--- config.mk ---
export PLATFORM = sky130hd
export DESIGN_NAME = supply_switchover
export DESIGN_NICKNAME = d
export VERILOG_FILES = /design/src/rtl/supply_sw_pkg.sv /design/src/rtl/supply_mode_fsm.sv /design/src/rtl/batt_level_flag.sv /design/src/rtl/supply_switchover.sv
export SDC_FILE = /design/constraint.sdc
export NUM_CORES = 1
export LEC_CHECK = 0
export ABC_CLOCK_PERIOD_IN_PS = 1900
export BUFFER_PORTS_ARGS = -buffer_cell sky130_fd_sc_hd__buf_2
export CAP_MARGIN = 10
export CELL_PAD_IN_SITES_DETAIL_PLACEMENT = 0
export CELL_PAD_IN_SITES_GLOBAL_PLACEMENT = 1
export CORE_MARGIN = 2
export CORE_UTILIZATION = 30
export DETAILED_ROUTE_END_ITERATION = 8
export GPL_TIMING_DRIVEN = 1
export PLACE_DENSITY_LB_ADDON = 0.1
export SLEW_MARGIN = 20
export SYNTH_ARGS = -nofsm -noshare
export SYNTH_HDL_FRONTEND = slang
export SYNTH_HIERARCHICAL = 1
export SYNTH_SLANG_ARGS = --single-unit
--- constraint.sdc ---
create_clock -name clk -period 1.9 [get_ports clk]
set_input_delay 0.38 -clock clk [delete_from_list [all_inputs] [get_ports clk]]
set_output_delay 0.38 -clock clk [all_outputs]
set_load 0.01 [all_outputs]
--- src/rtl/supply_sw_pkg.sv ---
package supply_sw_pkg;

  typedef enum logic {MODE_MAIN = 1'b0, MODE_BACKUP = 1'b1} pwr_mode_e;

  // Entry into backup: both strict conditions, no subtraction (no underflow)
  function automatic logic enter_ok(logic [31:0] vdd, logic [31:0] vbat,
                                    logic [31:0] hys, logic [31:0] trip);
    return ((vdd + hys) < vbat) && (vdd < trip);
  endfunction

  // Return to main: either strict condition
  function automatic logic leave_ok(logic [31:0] vdd, logic [31:0] vbat,
                                    logic [31:0] hys_b, logic [31:0] trip,
                                    logic [31:0] hys_t);
    return (vdd > (vbat + hys_b)) || (vdd > (trip + hys_t));
  endfunction

  // floor(v * pct / 100)
  function automatic logic [31:0] pct_floor(logic [31:0] v, logic [31:0] pct);
    return (v * pct) / 32'd100;
  endfunction

  function automatic logic below_pct(logic [31:0] vbat, logic [31:0] nom,
                                     logic [31:0] pct);
    return vbat < pct_floor(nom, pct);
  endfunction

endpackage

--- src/rtl/supply_mode_fsm.sv ---
module supply_mode_fsm
  import supply_sw_pkg::*;
#(
  parameter int unsigned W        = 13,
  parameter int unsigned HYS_BAT  = 50,
  parameter int unsigned TRIP     = 2200,
  parameter int unsigned HYS_TRIP = 30
) (
  input  logic         clk,
  input  logic         rst_n,
  input  logic         stb,
  input  logic [W-1:0] vdd,
  input  logic [W-1:0] vbat,
  output logic         on_backup,
  output logic         enter_hit,
  output logic         leave_hit
);

  localparam logic [31:0] HB = 32'(HYS_BAT);
  localparam logic [31:0] TR = 32'(TRIP);
  localparam logic [31:0] HT = 32'(HYS_TRIP);

  pwr_mode_e mode_q, mode_d;

  always_comb begin
    enter_hit = enter_ok(32'(vdd), 32'(vbat), HB, TR);
    leave_hit = leave_ok(32'(vdd), 32'(vbat), HB, TR, HT);
  end

  always_comb begin
    mode_d = mode_q;
    if (stb) begin
      if (mode_q == MODE_MAIN && enter_hit)        mode_d = MODE_BACKUP;
      else if (mode_q == MODE_BACKUP && leave_hit) mode_d = MODE_MAIN;
    end
  end

  always_ff @(posedge clk or negedge rst_n) begin
    if (!rst_n) mode_q <= MODE_MAIN;
    else        mode_q <= mode_d;
  end

  assign on_backup = (mode_q == MODE_BACKUP);

  // both entry conditions on a strobe take the block to backup
  assert_enter_both_R2: assert property (@(posedge clk) disable iff (!rst_n)
    (stb && !on_backup && enter_hit) |=> on_backup);
  // a strobe without both strict conditions keeps main mode
  assert_enter_strict_R9: assert property (@(posedge clk) disable iff (!rst_n)
    (stb && !on_backup && ((32'(vdd) + HB >= 32'(vbat)) || (32'(vdd) >= TR)))
    |=> !on_backup);
  // either exit condition on a strobe returns to main
  assert_leave_either_R3: assert property (@(posedge clk) disable iff (!rst_n)
    (stb && on_backup && leave_hit) |=> !on_backup);
  // no strobe, no mode change
  assert_hold_no_strobe_R4: assert property (@(posedge clk) disable iff (!rst_n)
    !stb |=> $stable(on_backup));

endmodule

--- src/rtl/batt_level_flag.sv ---
module batt_level_flag
  import supply_sw_pkg::*;
#(
  parameter int unsigned W   = 13,
  parameter int unsigned PCT = 85
) (
  input  logic         clk,
  input  logic         rst_n,
  input  logic         stb,
  input  logic         clr,
  input  logic [W-1:0] vbat,
  input  logic [W-1:0] nom,
  output logic         flag,
  output logic         set_hit
);

  localparam logic [31:0] P = 32'(PCT);

  always_comb set_hit = stb && below_pct(32'(vbat), 32'(nom), P);

  always_ff @(posedge clk or negedge rst_n) begin
    if (!rst_n)       flag <= 1'b0;
    else if (set_hit) flag <= 1'b1;
    else if (clr)     flag <= 1'b0;
  end

  // a qualifying strobe sets the flag
  assert_flag_set_R6: assert property (@(posedge clk) disable iff (!rst_n)
    set_hit |=> flag);
  // a set flag stays set without a clear
  assert_flag_sticky_R8: assert property (@(posedge clk) disable iff (!rst_n)
    (flag && !clr) |=> flag);
  // the flag rises only after a qualifying strobe
  assert_flag_rise_R8: assert property (@(posedge clk) disable iff (!rst_n)
    $rose(flag) |-> $past(set_hit));

endmodule

--- src/rtl/supply_switchover.sv ---
module supply_switchover
  import supply_sw_pkg::*;
#(
  parameter int unsigned W        = 13,
  parameter int unsigned HYS_BAT  = 50,
  parameter int unsigned TRIP     = 2200,
  parameter int unsigned HYS_TRIP = 30,
  parameter int unsigned LOW_PCT  = 85,
  parameter int unsigned CRIT_PCT = 75
) (
  input  logic         clk,
  input  logic         rst_n,
  input  logic         sample_stb,
  input  logic [W-1:0] vdd_mv,
  input  logic [W-1:0] vbat_mv,
  input  logic [W-1:0] vbat_nom_mv,
  input  logic         bus_in_backup_en,
  input  logic         warn_clr,
  output logic         on_backup,
  output logic         bus_enable,
  output logic         warn_low,
  output logic         warn_crit
);

  localparam int unsigned NLVL = 2;

  logic            enter_hit, leave_hit;
  logic [NLVL-1:0] lvl_flag, lvl_set;

  supply_mode_fsm #(
    .W(W), .HYS_BAT(HYS_BAT), .TRIP(TRIP), .HYS_TRIP(HYS_TRIP)
  ) u_mode (
    .clk(clk), .rst_n(rst_n), .stb(sample_stb),
    .vdd(vdd_mv), .vbat(vbat_mv),
    .on_backup(on_backup), .enter_hit(enter_hit), .leave_hit(leave_hit)
  );

  for (genvar g = 0; g < NLVL; g++) begin : g_lvl
    localparam int unsigned P = (g == 0) ? LOW_PCT : CRIT_PCT;
    batt_level_flag #(.W(W), .PCT(P)) u_flag (
      .clk(clk), .rst_n(rst_n), .stb(sample_stb), .clr(warn_clr),
      .vbat(vbat_mv), .nom(vbat_nom_mv),
      .flag(lvl_flag[g]), .set_hit(lvl_set[g])
    );
  end

  assign warn_low   = lvl_flag[0];
  assign warn_crit  = lvl_flag[1];
  assign bus_enable = !on_backup || bus_in_backup_en;

  // interface is never on in backup mode without the enable bit
  assert_bus_gate_R5: assert property (@(posedge clk) disable iff (!rst_n)
    (on_backup && !bus_in_backup_en) |-> !bus_enable);
  // interface always on in main mode
  assert_bus_main_R5: assert property (@(posedge clk) disable iff (!rst_n)
    !on_backup |-> bus_enable);
  // the deeper warning never stands without the shallower one
  assert_crit_implies_low_R7: assert property (@(posedge clk) disable iff (!rst_n)
    warn_crit |-> warn_low);

endmodule

==> flow_summary.ini <==
[clocking]
htreeDepth = 1
numCtsBuffers = 3
clock_path_buffers = 2
clk_pin_slew_ps = 30
clockRootBuffer = clkbuf_16
cts_tree = done
worstSkewPairLatency_ps = 220
cts.sinks = 3

[worst_setup_path]
cp.required_ps = 1990
endpoint = g_lvl[0].u_flag/flag$_DFFE_PN0P_
critPathKind = in -> reg
critPathArrivalTime_ps = 11650
crit_buf_inv = 11
setup.worst_path.end_class = flop
crit_family = compound AO/OA/AOI/OAI gates
reg2regPathDepth = 2
path_max_fanout = 6
reg2reg_to = u_mode/on_backup$_DFFE_PN0P_
regToRegStartpoint = u_mode/on_backup$_DFFE_PN0P_
r2r_setup_slack_ps = 880
critPathSlowestCell = a2111o_1
crit_cells = 56
start_kind = input pin
cpMostUsedCell = buf_4
slowest_delay_ps = 500
setup.worst_path.start = vbat_nom_mv[3]

[synth]
synth_cells = 1541
syn_area_mm2 = 0.0118
avgSynthCellArea_um2 = 7.65
ys_warn_count = 6
synth_fp_nets = 1770

[sta]
finalCritPeriodShare_pct = 608
setup_viol = 3
rsz0062_at_grt = true
hold_slack_ps = 391
max_freq_mhz = 86.5
period_needed_ps = 11560
timing.final.ws_setup_ps = -9660
finalMaxSlewViolations = 0
tightest_slew_ps = 679
final.setup_skew_ps = 0
maxSlewHeadroom_pct = 54.3
hold_violations = 0

[layout]
fin_nets = 2481
final_layout_size_suffix_gt1_share_pct = 50.6
n_fill_cell = 3811
stdcell_count = 2770
multi_input_area_mm2 = 0.0131
area_growth_pct = 68.7
seqCellArea_um2 = 75.1

[place]
globalplace.congestion = 0.887
dp_cells = 2696
io_buffer_count = 47
hpwl_mm = 37.3

[floorplan]
die_y_um = 202
core_area_mm2 = 0.0387
io_pins = 48
fp.dieArea_mm2 = 0.0409
initial_core_util_pct = 30.4
rows = 72
die_width_um = 202

[drt]
vias = 14700
ant_nets = 0
viasPerCell = 5.30
dr.first_iter.drc_count = 568
wl_per_cell_um = 16.1
routed_wl_mm = 44.6
drt_first_pass_iters = 5
drc_errors = 0

[grt]
grt_usage_pct = 20.6
grt_pass1_vias = 14600
grt_pass1_wl_mm = 71.6
grt.overflow.total = 0
antenna_found_initial = 7
grt_max_degree = 13

[worst_hold_path]
hp-class = in -> reg

[flow_run]
maxCapViolCount = 0

[outcome]
status = finished with violations
failed_checks = negative setup slack
[cells in the final DEF (no fill, tap or decap), types with 17 or more instances in the layout]
master,n
buf_4,689
ha_1,119
nand2_1,105
nor2_1,90
inv_1,82
a21oi_1,75
o21ai_0,46
xnor2_1,46
nand3_1,45
buf_2,42
a21o_1,35
fa_1,33
o21ai_1,31
o211ai_1,29
nor3_1,29
nand4_1,26
xor2_1,26
ha_4,26
a21oi_2,24
nand2b_1,21
a31oi_1,19
a211oi_1,18
and3_1,17
[sequential cells by signal (all words and copies together) (netlist names)]
register,cells
g_lvl.u_flag/flag,2
u_mode/on_backup,1
[metal layers]
metal	track usage, %	up-vias	wire length [um]
met5	0	-	77
met4	2.27	12	567
met3	1.44	53	1110
met2	39.0	181	23100
met1	26.1	7014	19700
li1	-	7427	-
[area by class of cell]
class / instances / area share (%)
multi-input combinational: 1397 / 65.8
inverter: 96 / 1.84
clock buffer: 4 / 0.397
timing repair buffer: 751 / 28.3
antenna: 1 / 0.0126
sequential: 3 / 0.378
tap: 518 / 3.26
[worst reg2reg max path: stages, from the launching register on]
cell and delay, ps:
dfrtp_1 410, inv_1 100, o41ai_2 380
[worst min path at each step]
stage / from / to / slack [ps] / cells past startpoint
finish: warn_clr / g_lvl[0].u_flag/flag$_DFFE_PN0P_ / 390 / 2
global route: warn_clr / g_lvl[0].u_flag/flag$_DFFE_PN0P_ / 400 / 2
CTS: warn_clr / g_lvl[0].u_flag/flag$_DFFE_PN0P_ / 390 / 2
detailed placement: rst_n / g_lvl[1].u_flag/flag$_DFFE_PN0P_ / 190 / 1
global placement: rst_n / u_mode/on_backup$_DFFE_PN0P_ / 190 / 1
floorplan: rst_n / g_lvl[0].u_flag/flag$_DFFE_PN0P_ / 80 / 0
[repair_timing]
item,CTS,global route
hold buffers,1,0
resized for setup,73,222
setup buffers,14,54
cloned,0,1
setup endpoints to repair,3,3
pin swaps,35,127
hold endpoints to repair,3,0
[per-stage QoR]
step                cell area, um^2  utilization [%]  worst slack (ps)  TNS [ps]
detailed placement            17700             45.7            -10070    -20580
floorplan                     12300                -             -9270    -17660
finish                        19900             51.3             -9660    -18800
global placement              17700             45.7             -9970    -20580
global route                  19900             51.3            -10170    -19870
CTS                           18300             47.1             -9780    -19050
Power is not shown: default switching activity piles up to over one toggle a cycle in this logic, so the estimate is an artifact.
